**config.mk**
```make
export PLATFORM = sky130hd
export DESIGN_NAME = phy_rst_ctrl
export DESIGN_NICKNAME = d
export VERILOG_FILES = /design/src/rtl/phy_rst_pkg.sv /design/src/rtl/phy_rst_req.sv /design/src/rtl/phy_rst_fsm.sv /design/src/rtl/phy_rst_addr.sv /design/src/rtl/phy_rst_ctrl.sv
export SDC_FILE = /design/constraint.sdc
export NUM_CORES = 1
export LEC_CHECK = 0
export ABC_CLOCK_PERIOD_IN_PS = 1500
export BUFFER_PORTS_ARGS = -buffer_cell sky130_fd_sc_hd__buf_2
export CAP_MARGIN = 10
export CELL_PAD_IN_SITES_DETAIL_PLACEMENT = 0
export CELL_PAD_IN_SITES_GLOBAL_PLACEMENT = 1
export CORE_MARGIN = 8
export CORE_UTILIZATION = 36
export CTS_CLUSTER_DIAMETER = 150
export DETAILED_ROUTE_END_ITERATION = 7
export GPL_TIMING_DRIVEN = 0
export PLACE_DENSITY = 0.76
export SYNTH_ARGS = -nofsm -noshare
export SYNTH_HDL_FRONTEND = slang
export SYNTH_SLANG_ARGS = --single-unit
```
**constraint.sdc**
```tcl
create_clock -name clk -period 1.5 [get_ports clk]
set_input_delay 0.3 -clock clk [delete_from_list [all_inputs] [get_ports clk]]
set_output_delay 0.3 -clock clk [all_outputs]
set_load 0.005 [all_outputs]
```
**src/rtl/phy_rst_pkg.sv**
```systemverilog
package phy_rst_pkg;

    typedef enum logic [3:0] {
        ST_RUN,
        ST_ISOLATE,
        ST_DRIVE_LOW,
        ST_TX_OFF,
        ST_CORE_RST,
        ST_POWER_DOWN,
        ST_WAKE,
        ST_ADDR_CAP,
        ST_ENABLE,
        ST_RESYNC
    } seq_state_t;

    typedef struct packed {
        logic mac_in_iso;
        logic mac_out_low;
        logic tx_tristate;
        logic core_rst;
        logic pwr_down;
        logic latch_clr;
        logic regs_dflt;
        logic pll_resync;
        logic addr_cap;
    } seq_out_t;

endpackage

```
**src/rtl/phy_rst_req.sv**
```systemverilog
module phy_rst_req #(
    parameter int SYNC_STAGES = 2
) (
    input  logic clk,
    input  logic por_n,
    input  logic hw_rst_n,
    input  logic sw_rst_wr,
    input  logic seq_done,
    output logic req,
    output logic sw_rst_bit
);
    logic [SYNC_STAGES-1:0] pin_sync;

    generate
        if (SYNC_STAGES == 1) begin : g_one
            always_ff @(posedge clk or negedge por_n) begin
                if (!por_n) pin_sync <= '0;
                else        pin_sync <= hw_rst_n;
            end
        end else begin : g_chain
            always_ff @(posedge clk or negedge por_n) begin
                if (!por_n) pin_sync <= '0;
                else        pin_sync <= {pin_sync[SYNC_STAGES-2:0], hw_rst_n};
            end
        end
    endgenerate

    assign req = ~pin_sync[SYNC_STAGES-1] | sw_rst_wr;

    always_ff @(posedge clk or negedge por_n) begin
        if (!por_n)         sw_rst_bit <= 1'b0;
        else if (sw_rst_wr) sw_rst_bit <= 1'b1;
        else if (seq_done)  sw_rst_bit <= 1'b0;
    end
endmodule

```
**src/rtl/phy_rst_fsm.sv**
```systemverilog
module phy_rst_fsm
    import phy_rst_pkg::*;
#(
    parameter int SYNC_CYC       = 4,
    parameter int SYNC_STAGES    = 2,
    parameter int REL_BUDGET_CYC = 32
) (
    input  logic     clk,
    input  logic     por_n,
    input  logic     req,
    output seq_out_t outs,
    output logic     seq_done
);
    localparam int CW = (SYNC_CYC > 1) ? $clog2(SYNC_CYC) : 1;
    localparam int BW = $clog2(REL_BUDGET_CYC + 2);
    localparam logic [CW-1:0] SYNC_LAST = CW'(SYNC_CYC - 1);

    seq_state_t state, state_nx;
    logic [CW-1:0] sync_cnt;
    logic [BW-1:0] exit_cnt;
    logic          in_exit;

    assign in_exit  = (state == ST_WAKE) || (state == ST_ADDR_CAP) ||
                      (state == ST_ENABLE) || (state == ST_RESYNC);
    assign seq_done = (state == ST_RESYNC) && (sync_cnt == SYNC_LAST) && !req;

    always_comb begin
        state_nx = state;
        unique case (state)
            ST_RUN:        if (req) state_nx = ST_ISOLATE;
            ST_ISOLATE:    state_nx = ST_DRIVE_LOW;
            ST_DRIVE_LOW:  state_nx = ST_TX_OFF;
            ST_TX_OFF:     state_nx = ST_CORE_RST;
            ST_CORE_RST:   state_nx = ST_POWER_DOWN;
            ST_POWER_DOWN: if (!req) state_nx = ST_WAKE;
            ST_WAKE:       state_nx = req ? ST_ISOLATE : ST_ADDR_CAP;
            ST_ADDR_CAP:   state_nx = req ? ST_ISOLATE : ST_ENABLE;
            ST_ENABLE:     state_nx = req ? ST_ISOLATE : ST_RESYNC;
            ST_RESYNC:     if (req) state_nx = ST_ISOLATE;
                           else if (sync_cnt == SYNC_LAST) state_nx = ST_RUN;
            default:       state_nx = ST_POWER_DOWN;
        endcase
    end

    always_ff @(posedge clk or negedge por_n) begin
        if (!por_n) begin
            state    <= ST_POWER_DOWN;
            sync_cnt <= '0;
            exit_cnt <= '0;
        end else begin
            state    <= state_nx;
            sync_cnt <= (state == ST_RESYNC && state_nx == ST_RESYNC) ? sync_cnt + 1'b1 : '0;
            if (state_nx inside {ST_WAKE, ST_ADDR_CAP, ST_ENABLE, ST_RESYNC}) begin
                if (exit_cnt != '1) exit_cnt <= exit_cnt + 1'b1;
            end else begin
                exit_cnt <= '0;
            end
        end
    end

    always_comb begin
        outs = '0;
        unique case (state)
            ST_RUN:        outs = '0;
            ST_ISOLATE:    outs.mac_in_iso = 1'b1;
            ST_DRIVE_LOW:  begin
                outs.mac_in_iso  = 1'b1;
                outs.mac_out_low = 1'b1;
            end
            ST_TX_OFF:     begin
                outs.mac_in_iso  = 1'b1;
                outs.mac_out_low = 1'b1;
                outs.tx_tristate = 1'b1;
            end
            ST_CORE_RST, ST_WAKE: begin
                outs.mac_in_iso  = 1'b1;
                outs.mac_out_low = 1'b1;
                outs.tx_tristate = 1'b1;
                outs.core_rst    = 1'b1;
            end
            ST_POWER_DOWN: begin
                outs.mac_in_iso  = 1'b1;
                outs.mac_out_low = 1'b1;
                outs.tx_tristate = 1'b1;
                outs.core_rst    = 1'b1;
                outs.pwr_down    = 1'b1;
                outs.latch_clr   = 1'b1;
            end
            ST_ADDR_CAP:   begin
                outs.mac_in_iso  = 1'b1;
                outs.mac_out_low = 1'b1;
                outs.tx_tristate = 1'b1;
                outs.core_rst    = 1'b1;
                outs.addr_cap    = 1'b1;
            end
            ST_ENABLE:     begin
                outs.mac_in_iso  = 1'b1;
                outs.mac_out_low = 1'b1;
                outs.regs_dflt   = 1'b1;
            end
            ST_RESYNC:     begin
                outs.mac_in_iso  = 1'b1;
                outs.mac_out_low = 1'b1;
                outs.pll_resync  = 1'b1;
            end
            default:       outs = '0;
        endcase
    end

    // exit time plus synchroniser delay stays inside the release budget
    p_release_budget_r8: assert property (@(posedge clk) disable iff (!por_n)
        in_exit |-> (int'(exit_cnt) + SYNC_STAGES + 1 <= REL_BUDGET_CYC));

    // a request in any exit step returns to the isolate step
    p_exit_abort_r10: assert property (@(posedge clk) disable iff (!por_n)
        (in_exit && req) |=> (outs.mac_in_iso && !outs.mac_out_low));

    // power-down is held while a request persists
    p_pd_hold_r4: assert property (@(posedge clk) disable iff (!por_n)
        (outs.pwr_down && req) |=> outs.pwr_down);
endmodule

```
**src/rtl/phy_rst_addr.sv**
```systemverilog
module phy_rst_addr #(
    parameter int ADDR_W = 5
) (
    input  logic              clk,
    input  logic              por_n,
    input  logic              cap,
    input  logic [ADDR_W-1:0] strap,
    output logic [ADDR_W-1:0] addr
);
    always_ff @(posedge clk or negedge por_n) begin
        if (!por_n)   addr <= '0;
        else if (cap) addr <= strap;
    end

    // the field only changes at a capture step
    p_addr_stable_r5: assert property (@(posedge clk) disable iff (!por_n)
        !$past(cap) |-> $stable(addr));
endmodule

```
**src/rtl/phy_rst_ctrl.sv**
```systemverilog
module phy_rst_ctrl #(
    parameter int CLK_NS       = 20,
    parameter int REL_LIMIT_NS = 640,
    parameter int SYNC_STAGES  = 2,
    parameter int SYNC_CYC     = 4,
    parameter int ADDR_W       = 5
) (
    input  logic              clk,
    input  logic              por_n,
    input  logic              hw_rst_n,
    input  logic              sw_rst_wr,
    input  logic [ADDR_W-1:0] strap_addr,
    output logic              mac_in_iso,
    output logic              mac_out_low,
    output logic              tx_tristate,
    output logic              core_rst,
    output logic              pwr_down,
    output logic              latch_clr,
    output logic              regs_dflt,
    output logic              pll_resync,
    output logic              sw_rst_bit,
    output logic [ADDR_W-1:0] phy_addr
);
    import phy_rst_pkg::*;

    localparam int REL_BUDGET_CYC = REL_LIMIT_NS / CLK_NS;

    logic     req, seq_done;
    seq_out_t outs;

    phy_rst_req #(.SYNC_STAGES(SYNC_STAGES)) u_req (
        .clk(clk), .por_n(por_n), .hw_rst_n(hw_rst_n), .sw_rst_wr(sw_rst_wr),
        .seq_done(seq_done), .req(req), .sw_rst_bit(sw_rst_bit)
    );

    phy_rst_fsm #(
        .SYNC_CYC(SYNC_CYC), .SYNC_STAGES(SYNC_STAGES), .REL_BUDGET_CYC(REL_BUDGET_CYC)
    ) u_fsm (
        .clk(clk), .por_n(por_n), .req(req), .outs(outs), .seq_done(seq_done)
    );

    phy_rst_addr #(.ADDR_W(ADDR_W)) u_addr (
        .clk(clk), .por_n(por_n), .cap(outs.addr_cap), .strap(strap_addr), .addr(phy_addr)
    );

    assign mac_in_iso  = outs.mac_in_iso;
    assign mac_out_low = outs.mac_out_low;
    assign tx_tristate = outs.tx_tristate;
    assign core_rst    = outs.core_rst;
    assign pwr_down    = outs.pwr_down;
    assign latch_clr   = outs.latch_clr;
    assign regs_dflt   = outs.regs_dflt;
    assign pll_resync  = outs.pll_resync;

    // outputs are not forced low before the inputs are isolated
    p_iso_before_low_r3: assert property (@(posedge clk) disable iff (!por_n)
        $rose(mac_out_low) |-> $past(mac_in_iso));

    // the MAC pins are released last, right after resync
    p_release_last_r7: assert property (@(posedge clk) disable iff (!por_n)
        $fell(mac_in_iso) |-> (!core_rst && !tx_tristate && !pwr_down && $past(pll_resync)));

    // the software bit clears only together with the release
    p_swbit_clear_r9: assert property (@(posedge clk) disable iff (!por_n)
        $fell(sw_rst_bit) |-> !mac_in_iso);
endmodule

```
### Yosys cells after proc, flatten, opt, wreduce, memory -nomap -nowiden

Index checks and enable logic that the tools add are counted.

| operators by class | value |
|---|---|
| bitwise gates (word level) | 2 |
| $add $sub $neg | 1 |
| eq/ne operators | 11 |
| reductions and logical operators | 10 |
| multiplexer cells | 19 |

Operators with widths:

| operator | number |
|---|---|
| $pmux W4 S9 | 1 |
| $mux W4 | 6 |
| $eq A4 B3 Y1 const B | 4 |
| $eq A4 B4 Y1 const B | 3 |
| $mux W1 | 9 |
| $reduce_or A9 Y1 | 1 |
| $eq A4 B2 Y1 const B | 2 |
| $reduce_or A8 Y1 | 1 |
| $reduce_or A5 Y1 | 1 |
| $eq A4 B1 Y1 const B | 1 |
| $logic_not A4 Y1 | 1 |
| $mux W2 | 2 |
| $reduce_or A4 Y1 | 1 |
| $logic_and A1 B1 Y1 | 3 |
| $mux W3 | 1 |
| $add A2 B1 Y2 const B | 1 |
| $eq A2 B2 Y1 const B | 1 |
| $reduce_bool A2 Y1 | 1 |
| $logic_not A1 Y1 | 1 |
| $not A1 Y1 | 1 |
| $or A1 B1 Y1 | 1 |

| storage, ports and cells | value |
|---|---|
| output and inout port bits | 14 |
| flip-flop bits (word level) | 14 |

### Logic depth before layout (Yosys ltp)

Gate-level depths: netlist (run 1).

| depth | value |
|---|---|
| depth after elaboration | 7 |
| mapped depth | 4 |
| gate-level depth less buffers | 4 |

### Cells and area by module

A second synthesis (run 1) with hierarchy kept.

| unflattened totals | value |
|---|---|
| cell total of the unflattened synthesis | 57 |
| area, all modules | 679.4 µm² |

By module, submodules not included:

| module | instances | area an instance (µm²) | seq. area each (µm²) | cells each |
|---|---|---|---|---|
| phy_rst_fsm | 1 | 405.4 | 152.6 | 41 |
| phy_rst_addr | 1 | 181.4 | 125.1 | 10 |
| phy_rst_req | 1 | 92.6 | 75.1 | 6 |

### Least setup slack after synthesis (run 1)

OpenSTA, ideal clock, no wires.

| timing | value |
|---|---|
| kind | reg-to-output |
| from | reg u_fsm.state[2] |
| to | out pwr_down |
| arrival | 1081 ps |
| required time | 1200 ps |
| cell stages (with the launch flop) | 5 |
| buffers on the path | 2 |
| slack | 119 ps |
| path through | dfstp_2 buf_6 and2b_4 and3b_1 buf_4 |

| on the way | value |
|---|---|
| longest elaborated chain between the ends | 2 |

Ends and longest elaborated chain:

| item | line | RTL |
|---|---|---|
| start, declared | phy_rst_fsm.sv:18 | `seq_state_t state, state_nx;` |
| start signal, assigned | phy_rst_fsm.sv:51 | `state <= state_nx;` |
| $eq A4 B3 Y1 | phy_rst_fsm.sv:63 | `unique case (state)` |
| $mux W2 | phy_rst_fsm.sv:63 |  |
| end, declared | phy_rst_ctrl.sv:17 | `output logic pwr_down,` |

Every way passes these cells.

### Worst setup path in the final report (run 1)

Ends and elaborated chain as after synthesis.

==> results of run 1 <==
[layout make-up]
class	instances	area share, %
clock buffer	4	3.713
buffer	4	3.585
timing repair buffer	33	21.64
tap	27	3.457
multi-input combinational	39	30.73
inverter	2	0.7682
sequential	14	36.11
[per-layer routing]
| layer | global-route usage [%] | share of wire, % |
|---|---|---|
| met2 | 15.08 | 47 |
| met4 | 4.082 | 1.5 |
| met3 | 3.441 | 12 |
| met5 | 0 | 0 |
| met1 | 8.625 | 40 |
[synthesized netlist by cell type]
cell type  number  area share, %
dfrtp_1        12             44
nor2_1          7            3.8
mux2_2          5            8.2
a21oi_1         3            2.2
a21o_1          2            2.2
and4bb_2        2            3.6
buf_2           2            1.5
buf_4           2            2.2
dfstp_2         2            7.6
inv_1           2            1.1
nand2_1         2            1.1
nand3_1         2            1.5
nor2b_1         2            1.8
o21ai_0         2            1.5
xnor2_1         2            2.5
a211oi_1        1            1.1
a22o_1          1            1.3
and2b_4         1            1.5
and3b_1         1            1.3
buf_6           1            1.6
ha_1            1            1.8
mux2i_1         1            1.5
nand2b_1        1           0.91
nand3_4         1            2.5
nand4b_1        1            1.3
o21a_1          1            1.1
[cells by family (layout without fill, tap and decap cells)]
kind of cell    Yosys count  after routing  share of synthesized area, %
simple gates             20             20                         19.24
buf+inv                   7             43                         6.352
flops                    14             14                         51.18
mux                       6              6                         9.618
compound gates           10             10                         9.256
fa+ha+maj                 1              1                         1.815
xor+xnor                  2              2                         2.541
[sequential cells by signal, indices dropped and copies added (netlist names)]
signal / count
u_req.sw_rst_bit: 1
u_fsm.sync_cnt: 2
u_addr.addr: 5
u_fsm.state: 4
u_req.pin_sync: 2
[per-stage QoR]
step	std cells	utilization (%)
floorplan	60	-
global placement	109	44.28
detailed placement	109	44.28
CTS	118	49.40
global route	123	51.93
finish	123	51.93
[power by group]
group / switching [mW] / leakage [nW] / internal (mW)
Sequential: 0.0657 / 0.165 / 0.513
Clock: 0.128 / 0.0210 / 0.148
Combinational: 0.389 / 0.284 / 0.593
[worst max path at each step]
stage                                         from       end  slack (ns)  depth (start not counted)
final                     u_fsm.state[2]$_DFF_PN1_  pwr_down       -0.16                          4
after global routing      u_fsm.state[2]$_DFF_PN1_  pwr_down       -0.20                          4
after CTS                 u_fsm.state[2]$_DFF_PN1_  pwr_down       -0.21                          5
after detailed placement  u_fsm.state[2]$_DFF_PN1_  pwr_down        0.04                          5
after global placement    u_fsm.state[2]$_DFF_PN1_  pwr_down        0.05                          5
after floorplan           u_fsm.state[2]$_DFF_PN1_  pwr_down        0.12                          4
[worst max-delay path, stage by stage, from the launching register on]
cell and delay [ns]:
dfstp_2 0.57, and2b_4 0.16, and3b_1 0.16, buf_4 0.11
buf_6 0.08
[placed cells by master (no fill, tap or decap), types with 2 or more instances in the layout]
cell / n
xnor2_1: 2
a21oi_1: 3
dfstp_2: 2
and4bb_2: 2
mux2_2: 5
buf_2: 21
o21ai_0: 2
nand3_1: 2
a21o_1: 2
clkbuf_4: 3
dfrtp_1: 12
nand2_1: 2
nor2_1: 6
buf_4: 10
inv_1: 2
buf_6: 5
nor2b_1: 2
[what timing repair did]
item,4_1_cts,5_1_grt
pin swaps,0,1
buffers inserted,4,6
resized for setup,5,3
endpoints found under the setup margin,8,8
hold buffers,1,0
hold endpoints to repair,12,0
==> flow_metrics.tcl, run 1 <==
set metrics [dict create \
    die_x_um 59.76 \
    fp.dieH_um 59.76 \
    arrival_ns 1.36 \
    overflow 0 \
    worstMarginPinSlew_ns 0.3119 \
    die_area_sq_um 3571 \
    post-route-period-util_pct 110.4 \
    period_minus_slack_ns 1.656 \
    vias 557 \
    fin_nets 107 \
    holdPathEnd "u_req.pin_sync[0]$_DFF_PN0_" \
    critPathMaxFanout 5 \
    synthesis.area_sq_um 689.4 \
    regArea_sq_um 352.8 \
    rows 16 \
    r2r_end "u_addr.addr[2]$_DFFE_PN0P_" \
    peakVddDrop_mv 0.9346 \
    core-area_sq_um 1882 \
    cts_buffers 3 \
    antenna_found_initial 0 \
    r2r_cells 5 \
    relSlewSlack_pct 79.21 \
    synthesis.nets 70 \
    critical_path_class "flip-flop to primary output" \
    crit_required_ns 1.20 \
    rsz0062_at_grt "true" \
    gp_congestion 0.6588 \
    io_pins 23 \
    status "finished, violations left" \
    fillers 184 \
    grt_pass1_vias 544 \
    clock_latency_ns 0.28 \
    ff2ff_setup_slack_ns 0.06 \
    initial_utilization_pct 36.64 \
    stdcell_area_sq_um 977.2 \
    cts-root-buf "clkbuf_4" \
    reg2reg_from "u_fsm.state[2]$_DFF_PN1_" \
    p_leak_nw 0.4703 \
    yosys_register_bits 14 \
    hold_violations 0 \
    drcViolationCount 0 \
    grt_max_degree 15 \
    yosysSeqAreaShare_pct 51.18 \
    total_power_mw 1.837 \
    n_antenna_cell 0 \
    timing.fmax_ghz 0.6039 \
    worstHoldPathType "primary input to flip-flop" \
    power.density_nw_per_um2 1879 \
    drive_above_1_share_pct 54.17 \
    placed_cell_area_sq_um 833.3 \
    maxSlewViolCount 0 \
    portBuffers 22 \
    cts_max_level 1 \
    holdWs_ns 0.1186 \
    ant_nets 0 \
    worst_clock_skew_ns 0.003832 \
    whs_path_depth 1 \
    drt-pass1-iter-count 3 \
    ys_warn_count 0 \
    clock_path_buffers 2 \
    wire_per_inst_um 12.28 \
    multiInputGateArea_sq_um 300.3 \
    worstHoldStart "hw_rst_n" \
    avgSynthCellArea_sq_um 11.49 \
    area_growth_pct 41.74 \
    crit_path_end_kind "primary output" \
    setup_ws_ns -0.1559 \
    crit_path_start_kind "flip-flop" \
    clkSinkCount 14 \
    post-place-ws_ns 0.03858 \
    violations "negative setup slack" \
    cts_tree "yes" \
    netlist_instances 60 \
    via_per_inst 4.528 \
    timing.setup.tns_ns -0.5302 \
    grt_pass1_wl_um 2304 \
    setup_viol 8 \
    initialDrtViolationCount 3 \
    ys_types 26 \
    grt_usage_pct 8.605 \
    drt-total-wl_um 1510 \
    drv_cap 0 \
    path_clk_slew_ns 0.09 \
]
No activity file was read; power rests on OpenSTA's default activity.
==> inputs of run 2 (changes only) <==
ABC_CLOCK_PERIOD_IN_PS = 2100   (was 1500)
CORE_UTILIZATION = 39   (was 36)
PLACE_DENSITY = 0.81   (was 0.76)
clock period = 2.1 ns   (was 1.5 ns; I/O delays follow)
==> run 2 against run 1 <==
Net effect: the flow now finishes without violations; first-iteration DRC count rose by 100%; clock power decreased by 49%; combinational power fell by 46%; core utilization fell by 2.0 points; non-clock buffer count is 10 lower; worst hold slack worse by 0.091 ns; via count is 10% lower; largest cell class unchanged.
==> flow_metrics.tcl, run 2 (same netlist as run 1, synthesis figures left out) <==
set metrics [dict create \
    grt_max_degree 15 \
    core-area_sq_um 1689 \
    arrival_ns 1.45 \
    clock_latency_ns 0.27 \
    cts-root-buf "clkbuf_4" \
    hold_violations 0 \
    grt_usage_pct 9.136 \
    wire_per_inst_um 13.39 \
    reg2reg_from "u_fsm.state[2]$_DFF_PN1_" \
    placed_cell_area_sq_um 820.8 \
    top_register "u_addr.addr" \
    portBuffers 22 \
    r2r_end "u_addr.addr[0]$_DFFE_PN0P_" \
    cts_resized 0 \
    crit_required_ns 1.68 \
    cts_hold_buffers 0 \
    die_x_um 58.05 \
    top_usage_layer "met2" \
    critical_path_class "flip-flop to primary output" \
    power.density_nw_per_um2 1275 \
    p_comb_share_pct 49.2 \
    critPathMaxFanout 9 \
    timing.fmax_ghz 0.5350 \
    drive_above_1_share_pct 48.24 \
    ant_nets 0 \
    dp_hpwl_um 1041 \
    path_clk_slew_ns 0.08 \
    drv_cap 0 \
    swShare_pct 33.54 \
    cts_max_level 1 \
    largest_reg_flops 5 \
    initial_utilization_pct 40.81 \
    fp.dieH_um 58.05 \
    cts_buffers 3 \
    cp_slowest_cell "dfstp_2" \
    gp_congestion 0.7637 \
    r2r_cells 4 \
    ff2ff_setup_slack_ns 0.75 \
    drcViolationCount 0 \
    grt_pass1_wl_um 2373 \
    worst_clock_skew_ns 0.002989 \
    drt-total-wl_um 1366 \
    grtUsageMet3_pct 3.753 \
    power.share.clock_pct 13.1 \
    setup_viol 0 \
    antenna_found_initial 0 \
    stdcell_area_sq_um 843.3 \
    crit_path_end_kind "primary output" \
    worstHoldPathType "primary input to asynchronous set/reset pin" \
    slowest_delay_ns 0.53 \
    path_cells "buf_6, and2b_4, and3b_1, buf_4, buf_2" \
    rsz0062_at_grt "false" \
    crit_path_start_kind "flip-flop" \
    switchingPower_mw 0.3606 \
    drt-pass1-iter-count 3 \
    n_antenna_cell 0 \
    pwr-share-seq_pct 37.7 \
    rows 15 \
    timing.setup.tns_ns 0 \
    status "complete, no violations" \
    p_leak_nw 0.4073 \
    internal_power_mw 0.7146 \
    io_pins 23 \
    area_growth_pct 22.32 \
    grt_pass1_vias 507 \
    peakVddDrop_mv 0.4821 \
    top_regs "u_addr.addr: 5 flops, u_fsm.state: 4 flops" \
    maxSlewViolCount 0 \
    die_area_sq_um 3369 \
    final_cell_mix "buf_2, dfrtp_1, nor2_1" \
    cts_tree "yes" \
    cts_setup_buffers 0 \
    worstMarginPinSlew_ns 0.3526 \
    clkSinkCount 14 \
    grt.met1_usage_pct 10.57 \
    initialDrtViolationCount 6 \
    dp_cells 99 \
    period_minus_slack_ns 1.869 \
    via_per_inst 4.892 \
    relSlewSlack_pct 76.41 \
    final_common_cell "buf_2" \
    clock_path_buffers 2 \
    overflow 0 \
    final_cell_count_no_fill 102 \
    fin_nets 97 \
    post-route-period-util_pct 89.01 \
    vias 499 \
    globalRouteMet2Util_pct 13.85 \
]
==> run 2: cell types whose count changed in the layout (fill, tap and decap cells not counted), sizes merged <==
cell,before,now
dlygate4sd3,1,0
clkbuf,4,3
buf,36,27
==> run 2: routing by layer <==
metal | vias up | share of wire (%)
met4 | 0 | 0.73
met1 | 228 | 43
met5 | - | 0
met2 | 13 | 48
met3 | 2 | 8.0
li1 | 256 | -
==> run 2: critical path, delay by kind of cell, from the launching register on <==
kind / cells / cell delay (ns)
DFF: 1 / 0.53
and+or+nand+nor: 2 / 0.34
buffers and inverters: 3 / 0.31
==> run 2: cell type report <==
| type | count | area (sq um) |
|---|---|---|
| Sequential cell | 14 | 352.8 |
| Tap cell | 17 | 21.27 |
| Timing Repair Buffer | 22 | 110.1 |
| Inverter | 2 | 7.507 |
| Buffer | 5 | 36.28 |
| Clock buffer | 3 | 22.52 |
| Fill cell | 166 | 845.8 |
| Multi-Input combinational cell | 39 | 292.8 |
==> run 2: how the worst max path moves through the flow <==
stage | start | end
finish | u_fsm.state[2]$_DFF_PN1_ | pwr_down
global route | u_fsm.state[1]$_DFF_PN0_ | mac_in_iso
CTS | u_fsm.state[2]$_DFF_PN1_ | pwr_down
detailed placement | u_fsm.state[2]$_DFF_PN1_ | pwr_down
global placement | u_fsm.state[2]$_DFF_PN1_ | pwr_down
floorplan | u_fsm.state[2]$_DFF_PN1_ | pwr_down
==> run 2: through the flow <==
step	utilization [%]	hold WS [ns]	setup WS, ns	power [mW]
after floorplan	-	0.1244	0.5994	0.7703
after global placement	48.59	0.3237	0.5251	0.9382
after detailed placement	48.59	0.3325	0.5187	0.9502
after CTS	49.93	0.02573	0.2083	1.101
after global routing	49.93	0.04143	0.1381	1.167
final	49.93	0.02756	0.2308	1.075
==> run 2: power by group through the flow <==
| stage | combinational [mW] | sequential, mW | clock [mW] |
|---|---|---|---|
| 2_1_floorplan | 0.356 | 0.414 | 0 |
| 3_3_place_gp | 0.530 | 0.408 | 0 |
| 3_5_place_dp | 0.538 | 0.412 | 0 |
| 4_1_cts | 0.539 | 0.407 | 0.154 |
| 5_1_grt | 0.591 | 0.414 | 0.162 |
| 6_report | 0.529 | 0.405 | 0.141 |
